### config.mk
export PLATFORM = sky130hd
export DESIGN_NAME = uart_regif
export DESIGN_NICKNAME = d
export VERILOG_FILES = /design/src/rtl/uart_regif_pkg.sv /design/src/rtl/uart_regif_status.sv /design/src/rtl/uart_regif_txhold.sv /design/src/rtl/uart_regif_baud.sv /design/src/rtl/uart_regif.sv
export SDC_FILE = /design/constraint.sdc
export NUM_CORES = 1
export LEC_CHECK = 0
export BUFFER_PORTS_ARGS = -buffer_cell sky130_fd_sc_hd__buf_2
export CORE_MARGIN = 2
export CORE_UTILIZATION = 52
export CTS_BUF_LIST = sky130_fd_sc_hd__clkbuf_8
export DETAILED_ROUTE_END_ITERATION = 10
export GPL_ROUTABILITY_DRIVEN = 0
export HOLD_SLACK_MARGIN = 0.08
export PLACE_DENSITY = 0.84
export SLEW_MARGIN = 20
export SYNTH_ARGS = -nofsm -noshare
export SYNTH_HDL_FRONTEND = slang
export SYNTH_SLANG_ARGS = --single-unit
### constraint.sdc
create_clock -name clk_i -period 4.4 [get_ports clk_i]
set_clock_uncertainty 0.05 [all_clocks]
set_input_delay 0.88 -clock clk_i [delete_from_list [all_inputs] [get_ports clk_i]]
set_output_delay 0.88 -clock clk_i [all_outputs]
set_load 0.01 [all_outputs]
### src/rtl/uart_regif_pkg.sv
package uart_regif_pkg;
  typedef enum logic [2:0] {
    W_ID0 = 3'd0, W_ID1 = 3'd1, W_ID2 = 3'd2, W_ID3 = 3'd3,
    W_DATA = 3'd4, W_STAT = 3'd5, W_BAUDL = 3'd6, W_BAUDH = 3'd7
  } word_e;

  // status byte bit positions (software-visible)
  localparam int unsigned SB_FERR  = 0;
  localparam int unsigned SB_OERR  = 1;
  localparam int unsigned SB_RXIE  = 2;
  localparam int unsigned SB_RXFUL = 3;
  localparam int unsigned SB_RXONE = 4;
  localparam int unsigned SB_RXEMP = 5;
  localparam int unsigned SB_TXIE  = 6;
  localparam int unsigned SB_TXEMP = 7;
endpackage

### src/rtl/uart_regif_status.sv
module uart_regif_status
  import uart_regif_pkg::*;
(
  input  logic       clk_i,
  input  logic       rst_ni,
  input  logic       wr_en_i,
  input  logic [7:0] wdata_i,
  input  logic       ferr_evt_i,
  input  logic       oerr_evt_i,
  output logic       ferr_o,
  output logic       oerr_o,
  output logic       rx_ie_o,
  output logic       tx_ie_o
);
  always_ff @(posedge clk_i or negedge rst_ni) begin
    if (!rst_ni) begin
      ferr_o  <= 1'b0;
      oerr_o  <= 1'b0;
      rx_ie_o <= 1'b0;
      tx_ie_o <= 1'b0;
    end else if (wr_en_i) begin
      rx_ie_o <= wdata_i[SB_RXIE];
      tx_ie_o <= wdata_i[SB_TXIE];
      // write-zero clears; a new event wins over the clear
      ferr_o  <= ferr_evt_i | (ferr_o & wdata_i[SB_FERR]);
      oerr_o  <= oerr_evt_i | (oerr_o & wdata_i[SB_OERR]);
    end else begin
      ferr_o  <= ferr_o | ferr_evt_i;
      oerr_o  <= oerr_o | oerr_evt_i;
    end
  end

  a_r4_ferr_set_wins: assert property (@(posedge clk_i) disable iff (!rst_ni)
    ferr_evt_i |=> ferr_o);
  a_r4_oerr_set_wins: assert property (@(posedge clk_i) disable iff (!rst_ni)
    oerr_evt_i |=> oerr_o);
  a_r4_ferr_sticky: assert property (@(posedge clk_i) disable iff (!rst_ni)
    (!wr_en_i && !ferr_evt_i) |=> $stable(ferr_o));
  a_r5_enable_load: assert property (@(posedge clk_i) disable iff (!rst_ni)
    wr_en_i |=> (rx_ie_o == $past(wdata_i[SB_RXIE])) && (tx_ie_o == $past(wdata_i[SB_TXIE])));
endmodule

### src/rtl/uart_regif_txhold.sv
module uart_regif_txhold #(
  parameter int unsigned DW = 8
) (
  input  logic          clk_i,
  input  logic          rst_ni,
  input  logic          load_i,
  input  logic [DW-1:0] data_i,
  input  logic          ready_i,
  output logic [DW-1:0] data_o,
  output logic          valid_o
);
  always_ff @(posedge clk_i or negedge rst_ni) begin
    if (!rst_ni) begin
      valid_o <= 1'b0;
      data_o  <= '0;
    end else if (valid_o && ready_i) begin
      valid_o <= 1'b0;
    end else if (load_i && !valid_o) begin
      data_o  <= data_i;
      valid_o <= 1'b1;
    end
  end

  a_r6_take_empties: assert property (@(posedge clk_i) disable iff (!rst_ni)
    (valid_o && ready_i) |=> !valid_o);
  a_r7_full_drop: assert property (@(posedge clk_i) disable iff (!rst_ni)
    (valid_o && load_i) |=> $stable(data_o));
  a_r6_load: assert property (@(posedge clk_i) disable iff (!rst_ni)
    (!valid_o && load_i) |=> (valid_o && data_o == $past(data_i)));
endmodule

### src/rtl/uart_regif_baud.sv
module uart_regif_baud #(
  parameter int unsigned           DIV_W   = 16,
  parameter logic [DIV_W-1:0]      DEF_DIV = '0,
  localparam int unsigned          NB      = DIV_W / 8
) (
  input  logic             clk_i,
  input  logic             rst_ni,
  input  logic [NB-1:0]    wr_en_i,
  input  logic [7:0]       wdata_i,
  output logic [DIV_W-1:0] div_o
);
  for (genvar b = 0; b < NB; b++) begin : g_byte
    always_ff @(posedge clk_i or negedge rst_ni) begin
      if (!rst_ni)         div_o[b*8 +: 8] <= DEF_DIV[b*8 +: 8];
      else if (wr_en_i[b]) div_o[b*8 +: 8] <= wdata_i;
    end

    a_r10_byte_load: assert property (@(posedge clk_i) disable iff (!rst_ni)
      wr_en_i[b] |=> div_o[b*8 +: 8] == $past(wdata_i));
  end
endmodule

### src/rtl/uart_regif.sv
module uart_regif
  import uart_regif_pkg::*;
#(
  parameter int unsigned  ADDR_W   = 5,
  parameter int unsigned  RX_DEPTH = 4,
  parameter int unsigned  DIV_W    = 16,
  parameter int unsigned  CLK_HZ   = 50_000_000,
  parameter int unsigned  BAUD     = 115_200,
  parameter logic [31:0]  ID_WORD  = 32'h4A17_C35E,
  localparam int unsigned CNT_W    = $clog2(RX_DEPTH + 1),
  localparam logic [DIV_W-1:0] DEF_DIV = DIV_W'(CLK_HZ / (BAUD * 4) - 1)
) (
  input  logic              clk_i,
  input  logic              rst_ni,
  input  logic              sel_i,
  input  logic              wr_i,
  input  logic [ADDR_W-1:0] addr_i,
  input  logic [7:0]        wdata_i,
  output logic [7:0]        rdata_o,
  output logic [7:0]        tx_data_o,
  output logic              tx_valid_o,
  input  logic              tx_ready_i,
  input  logic [7:0]        rx_data_i,
  input  logic [CNT_W-1:0]  rx_count_i,
  output logic              rx_pop_o,
  input  logic              rx_ferr_i,
  input  logic              rx_oerr_i,
  output logic [DIV_W-1:0]  baud_div_o,
  output logic              irq_o
);
  localparam int unsigned NB = DIV_W / 8;

  word_e idx;
  logic  wr_acc, rd_acc;
  logic  ferr, oerr, rx_ie, tx_ie;
  logic  rx_empty, rx_full, rx_one, tx_empty;
  logic  [7:0] status;
  logic  [NB-1:0] baud_we;

  assign idx    = word_e'(addr_i[4:2]);
  assign wr_acc = sel_i & wr_i;
  assign rd_acc = sel_i & ~wr_i;

  assign rx_empty = (rx_count_i == '0);
  assign rx_full  = (rx_count_i == CNT_W'(RX_DEPTH));
  assign rx_one   = (rx_count_i == CNT_W'(RX_DEPTH - 1));
  assign tx_empty = ~tx_valid_o;

  uart_regif_status i_status (
    .clk_i      (clk_i),
    .rst_ni     (rst_ni),
    .wr_en_i    (wr_acc && idx == W_STAT),
    .wdata_i    (wdata_i),
    .ferr_evt_i (rx_ferr_i),
    .oerr_evt_i (rx_oerr_i),
    .ferr_o     (ferr),
    .oerr_o     (oerr),
    .rx_ie_o    (rx_ie),
    .tx_ie_o    (tx_ie)
  );

  uart_regif_txhold #(.DW(8)) i_txhold (
    .clk_i   (clk_i),
    .rst_ni  (rst_ni),
    .load_i  (wr_acc && idx == W_DATA),
    .data_i  (wdata_i),
    .ready_i (tx_ready_i),
    .data_o  (tx_data_o),
    .valid_o (tx_valid_o)
  );

  for (genvar b = 0; b < NB; b++) begin : g_bwe
    assign baud_we[b] = wr_acc && (addr_i[4:2] == 3'(W_BAUDL + b));
  end

  uart_regif_baud #(.DIV_W(DIV_W), .DEF_DIV(DEF_DIV)) i_baud (
    .clk_i   (clk_i),
    .rst_ni  (rst_ni),
    .wr_en_i (baud_we),
    .wdata_i (wdata_i),
    .div_o   (baud_div_o)
  );

  always_comb begin
    status           = '0;
    status[SB_FERR]  = ferr;
    status[SB_OERR]  = oerr;
    status[SB_RXIE]  = rx_ie;
    status[SB_RXFUL] = rx_full;
    status[SB_RXONE] = rx_one;
    status[SB_RXEMP] = rx_empty;
    status[SB_TXIE]  = tx_ie;
    status[SB_TXEMP] = tx_empty;
  end

  always_comb begin
    unique case (idx)
      W_ID0, W_ID1, W_ID2, W_ID3: rdata_o = ID_WORD[addr_i[3:2]*8 +: 8];
      W_DATA:  rdata_o = rx_data_i;
      W_STAT:  rdata_o = status;
      W_BAUDL: rdata_o = baud_div_o[7:0];
      W_BAUDH: rdata_o = baud_div_o[15:8];
      default: rdata_o = '0;
    endcase
  end

  assign rx_pop_o = rd_acc && idx == W_DATA && !rx_empty;
  assign irq_o    = (rx_ie && (!rx_empty || ferr || oerr)) || (tx_ie && tx_empty);

  a_r8_pop_nonempty: assert property (@(posedge clk_i) disable iff (!rst_ni)
    rx_pop_o |-> (rx_count_i != '0 && sel_i && !wr_i));
  a_r9_rx_err_irq: assert property (@(posedge clk_i) disable iff (!rst_ni)
    (rx_ie && (ferr || oerr)) |-> irq_o);
  a_r9_tx_irq: assert property (@(posedge clk_i) disable iff (!rst_ni)
    (tx_ie && !tx_valid_o) |-> irq_o);
endmodule

==> results.cfg, run 1 <==
[worst_setup_path]
start_kind = primary input
critPathRequiredTime_ns = 3.47
crit_arrival_ns = 2.41
cpPeakStageDelay_ns = 0.54
cp_top_family = compound AO/OA/AOI/OAI gates
crit_path_cell_trace = buf_2 -> inv_1 -> ha_1 -> o41a_1 -> and3_1 -> a21oi_1 -> buf_2
worstSetupEndpointType = output pin
cp_slowest_cell = o41a_1
worst_path_most_repeated_cell = buf_2
crit_cells = 7
cp_num_buf_inv = 3
cp_max_fo = 13
crit_type = primary input to output pin
rr_worst_depth = 2

[route]
drtAntennaViolNets = 0
finalWirelength_um = 3810
drt_iter0_drc = 40
vias = 1282
post_drt_wl_per_cell_um = 18.0
drcViolationCount = 0
dr.pass1.iters = 6
routed_via_density = 6.05

[layout]
drive_gt1_share_pct = 55.8
fill_cells = 211
final_common_cell = buf_2
nets = 216
antenna_cells = 0
layout_common_cells = 63 x buf_2, 26 x mux2_2, 24 x dfrtp_1
syn_to_final_growth_pct = 29.4
fin_util_pct = 68.9

[yosys]
yosysUniqueCellTypes = 28
syn_inst = 116
syn-num-nets = 151
synth_top_area_share_pct = 42.0
synth_seq_area_share_pct = 51.2
synth-seq-cells = 29
synth_area_leader_cell = dfrtp_1
syn_area_per_cell_um2 = 12.3
netlist_area_um2 = 1430
synth-warning-count = 0
ys_top_cells_by_area = dfrtp_1 42%, mux2_2 20%, dfstp_2 9.2%

[global_routing]
grt_max_degree = 30
grt_pass1_vias = 1353
grt_overflow_total = 0
antenna_found_initial = 0
grt_use_total_pct = 26.8
grt_first_pass_wirelength_um = 6330

[clocking]
cts.clk_slew.worst_paths_ns = 0.06
cts_tree = built
hold_buffers = 0
cts_setup_buffers = 0
cts_resized = 0
cts_buffers = 5
cts-root-buf = clkbuf_8
clock_path_buffers = 2
cts-htree-levels = 2
clk_latency_ns = 0.27
clock_sinks = 29

[floorplan]
placement_rows = 19
core-area_um2 = 2690
die_area_um2 = 3190
pin_count = 66
start_util_pct = 53.2
dieHeight_um = 56.4
fp.dieW_um = 56.4

[power]
power.internal_uw = 565
switchingPower_uw = 239
finalPower_uw = 805
p_seq_share_pct = 46.1
swShare_pct = 29.8
p_clk_share_pct = 26.7
max-vdd-ir-drop_v = 0.000409
p_leak_nw = 0.899
combPwrFrac_pct = 27.2
p_per_area_nw_per_um2 = 435

[sta]
worst_pin_slew_ns = 0.654
fin_crit_ns = 3.34
whs_ns = 0.457
final.setup.tns_ns = 0
slew_violations = 0
rsz0062_at_grt = no
setup_violations = 0
finalHoldViolations = 0
max-slew-margin-rel_pct = 56.4
fmax_mhz = 299
fin_crit_sh_pct = 75.9

[min_path]
min_path_type = flip-flop to flip-flop
holdPathStages = 1

[placement]
dp_hpwl_um = 2720
io_buffers = 63

[status]
status = finished, final reports clean

[job]
cap_violations = 0
==> Yosys cell counts <==
cell	number
nand2b_1	2
o41a_1	1
nor2_1	2
dfrtp_1	24
o31ai_1	1
a21oi_1	1
a22o_1	3
a21o_1	1
a222oi_1	4
nand2_1	8
nor3b_4	1
a31oi_1	2
dfstp_2	5
inv_1	3
and3_1	2
a22oi_1	5
mux2_2	26
a21boi_0	1
nor3_1	3
nand4_1	4
o21bai_1	1
o22ai_1	1
buf_2	1
o41ai_1	1
nand3_1	1
clkbuf_1	4
o21ai_0	4
ha_1	4
==> area by class of cell <==
| cell class | count | area (um^2) | area share [%] |
|---|---|---|---|
| clock buffers | 6 | 82.6 | 4.46 |
| clock inverters | 1 | 3.75 | 0.203 |
| inverters | 3 | 11.3 | 0.609 |
| multi-input cells | 79 | 667 | 36.0 |
| flip-flops and latches | 29 | 732 | 39.6 |
| well taps | 31 | 38.8 | 2.10 |
| repair buffers | 63 | 315 | 17.0 |
==> worst paths after layout <==
kind	slack [ns]	from	end
min in group asynchronous	0.58	rst_ni	i_txhold.data_o[4]$_DFFE_PN0P_
max in group asynchronous	3.29	rst_ni	i_txhold.data_o[5]$_DFFE_PN0P_
worst max-delay path	1.06	addr_i[2]	rdata_o[6]
worst max register to register	2.85	i_txhold.valid_o$_DFFE_PN0P_	i_txhold.data_o[1]$_DFFE_PN0P_
worst min register to register	0.46	i_txhold.data_o[4]$_DFFE_PN0P_	i_txhold.data_o[4]$_DFFE_PN0P_
worst min-delay path	0.46	i_txhold.data_o[4]$_DFFE_PN0P_	i_txhold.data_o[4]$_DFFE_PN0P_
==> registers in the layout, indices dropped and copies added, names as in the netlist <==
| name | cells |
|---|---|
| i_baud.div_o | 16 |
| i_status.ferr_o | 1 |
| i_status.oerr_o | 1 |
| i_status.rx_ie_o | 1 |
| i_status.tx_ie_o | 1 |
| i_txhold.data_o | 8 |
| i_txhold.valid_o | 1 |
==> metrics by stage <==
step           setup slack, ns  cells  cell area (um^2)
6_report                  1.06    212              1850
5_1_grt                   1.03    212              1850
4_1_cts                   1.10    212              1850
3_5_place_dp              1.11    205              1760
3_3_place_gp              1.10    205              1760
2_1_floorplan             1.51    116              1430
==> worst reg2reg max path, stage by stage, from the launching register on <==
cell and delay [ns]:
dfrtp_1 0.44, nor3b_4 0.53, mux2_2 0.41
==> kinds of logic after synthesis <==
| family | count (synthesis) | synth area share (%) |
|---|---|---|
| flops | 29 | 51.2 |
| compound gates | 26 | 13.8 |
| mux | 26 | 20.5 |
| simple gates | 23 | 8.84 |
| buf+inv | 8 | 2.19 |
| fa+ha+maj | 4 | 3.50 |
==> power by group through the flow <==
stage / Clock [mW] / Sequential (mW) / Combinational (mW)
final: 0.215 / 0.371 / 0.219
after global routing: 0.231 / 0.377 / 0.237
after CTS: 0.218 / 0.371 / 0.221
after detailed placement: 0 / 0.375 / 0.220
after global placement: 0 / 0.369 / 0.212
after floorplan: 0 / 0.396 / 0.0915
==> layer usage <==
layer | vias to the layer above | GRT usage [%] | routed length (um)
li1 | 570 | - | -
met1 | 617 | 32.4 | 1390
met2 | 79 | 42.5 | 1950
met3 | 16 | 7.60 | 323
met4 | 0 | 15.3 | 142
met5 | - | 0 | 0
Power figures use the tool's default switching activity.
==> run 2: changes to the inputs <==
--- a/config.mk
+++ b/config.mk
@@ -7,12 +7,12 @@
 export LEC_CHECK = 0
 export BUFFER_PORTS_ARGS = -buffer_cell sky130_fd_sc_hd__buf_2
 export CORE_MARGIN = 2
-export CORE_UTILIZATION = 52
+export CORE_UTILIZATION = 43
 export CTS_BUF_LIST = sky130_fd_sc_hd__clkbuf_8
 export DETAILED_ROUTE_END_ITERATION = 10
 export GPL_ROUTABILITY_DRIVEN = 0
 export HOLD_SLACK_MARGIN = 0.08
-export PLACE_DENSITY = 0.84
+export PLACE_DENSITY = 0.73
 export SLEW_MARGIN = 20
 export SYNTH_ARGS = -nofsm -noshare
 export SYNTH_HDL_FRONTEND = slang
==> constraint.sdc (replaced) <==
create_clock -name clk_i -period 2.8 [get_ports clk_i]
set_clock_uncertainty 0.05 [all_clocks]
set_input_delay 0.56 -clock clk_i [delete_from_list [all_inputs] [get_ports clk_i]]
set_output_delay 0.56 -clock clk_i [all_outputs]
set_load 0.01 [all_outputs]
==> results.cfg, run 2 (synthesis gave the netlist of run 1 again) <==
[sta]
slew_violations = 0
final.setup.worst_slack_ns = 0.221
fin_crit_sh_pct = 92.1
worst_pin_slew_ns = 0.629
finalHoldViolations = 0
setup_violations = 0
fin_crit_ns = 2.58
max-slew-margin-rel_pct = 58.1
fmax_mhz = 388
final.setup.tns_ns = 0
rsz0062_at_grt = no

[layout]
final_cells = 231
antenna_cells = 0
largest_reg_flops = 16
layout_common_cells = 63 x buf_2, 26 x mux2_2, 24 x dfrtp_1
fin_util_pct = 61.3
final_common_cell = buf_2
reg_top3 = i_baud.div_o x16, i_txhold.data_o x8
nets = 221
drive_gt1_share_pct = 57.2
syn_to_final_growth_pct = 32.9
post-route-cell-area_um2 = 1900
largest-register = i_baud.div_o

[clocking]
cts.clk_slew.worst_paths_ns = 0.06
clk_latency_ns = 0.27
cts_buffers = 5
cts-root-buf = clkbuf_8
cts_resized = 0
cts-htree-levels = 2
cts_tree = built
clock_path_buffers = 2
hold_buffers = 0
clock_sinks = 29
cts_setup_buffers = 0

[global_routing]
grt_first_pass_wirelength_um = 5680
grt_overflow_total = 0
grt_max_degree = 30
grt_use_total_pct = 21.3
grt_pass1_vias = 1230
antenna_found_initial = 0

[power]
swShare_pct = 30.0
power.internal_uw = 869
p_seq_share_pct = 47.0
p_leak_nw = 0.925
combPwrFrac_pct = 27.9
p_clk_share_pct = 25.1
switchingPower_uw = 372
p_per_area_nw_per_um2 = 653
max-vdd-ir-drop_v = 0.000359

[floorplan]
start_util_pct = 46.1
dieHeight_um = 61.7
die_area_um2 = 3800
pin_count = 66
core-area_um2 = 3100
placement_rows = 20
fp.dieW_um = 61.7

[status]
status = finished, final reports clean

[route]
drt_iter0_drc = 99
post_drt_wl_per_cell_um = 16.4
wl_met3_um = 204
routed_via_density = 5.58
dr.pass1.iters = 4
drcViolationCount = 0
routed-wl-met2_um = 1970
m1WireLength_um = 1580
vias = 1290
finalWirelength_um = 3790
top_layer = met4
drtAntennaViolNets = 0

[worst_setup_path]
crit_type = primary input to output pin
crit_arrival_ns = 1.97
critPathRequiredTime_ns = 2.19
worstSetupEndpointType = output pin
worstReg2RegStart = i_txhold.valid_o$_DFFE_PN0P_
r2r-end = i_txhold.data_o[4]$_DFFE_PN0P_
start_kind = primary input
rrSetupSlack_ns = 1.29
cp_max_fo = 8
rr_worst_depth = 2

[job]
cap_violations = 0

[placement]
dp_hpwl_um = 2800
placed_cell_area_um2 = 1820
dp.cells = 223
io_buffers = 63
dpl_worst_slack_ns = 0.247

[min_path]
min_path_type = primary input to async pin
## run 2: routing by layer
layer | vias up | global-route usage [%]
met2 | 59 | 35.0
met1 | 639 | 26.6
met4 | 0 | 9.12
li1 | 590 | -
met5 | - | 0
met3 | 2 | 5.46
## run 2: final cells by class
class	count	area, um^2
sequential	29	732
inverter	3	11.3
clock buffer	5	68.8
clock inverter	3	13.8
multi-input combinational	79	667
fill	285	1200
tap	44	55.1
timing repair buffer	68	353
## run 2: power by group through the flow
stage	Sequential, mW	Clock, mW	Combinational, mW
6_report	0.583	0.311	0.347
5_1_grt	0.595	0.344	0.378
4_1_cts	0.582	0.325	0.351
3_5_place_dp	0.589	0	0.349
3_3_place_gp	0.583	0	0.339
2_1_floorplan	0.622	0	0.144
## run 2: worst max-delay path by stage
stage | startpoint | to | slack, ns | depth (start not counted)
6_report | addr_i[2] | rdata_o[3] | 0.22 | 8
5_1_grt | addr_i[2] | rdata_o[3] | 0.14 | 8
4_1_cts | addr_i[2] | rdata_o[3] | 0.23 | 8
3_5_place_dp | addr_i[2] | rdata_o[3] | 0.25 | 8
3_3_place_gp | addr_i[2] | rdata_o[3] | 0.26 | 8
2_1_floorplan | addr_i[2] | rdata_o[3] | 0.55 | 6
## run 2: stage by stage
| stage | power, mW | hold slack, ns |
|---|---|---|
| finish | 1.24 | 0.249 |
| global route | 1.32 | 0.293 |
| CTS | 1.26 | 0.259 |
| detailed placement | 0.939 | 0.440 |
| global placement | 0.923 | 0.435 |
| floorplan | 0.766 | 0.214 |
## run 2: worst max-delay path: stages
cell and delay [ns]:
buf_2 0.11, inv_1 0.06, ha_1 0.26, buf_4 0.20
a222oi_1 0.33, o31ai_1 0.13, a21o_1 0.19, buf_2 0.13
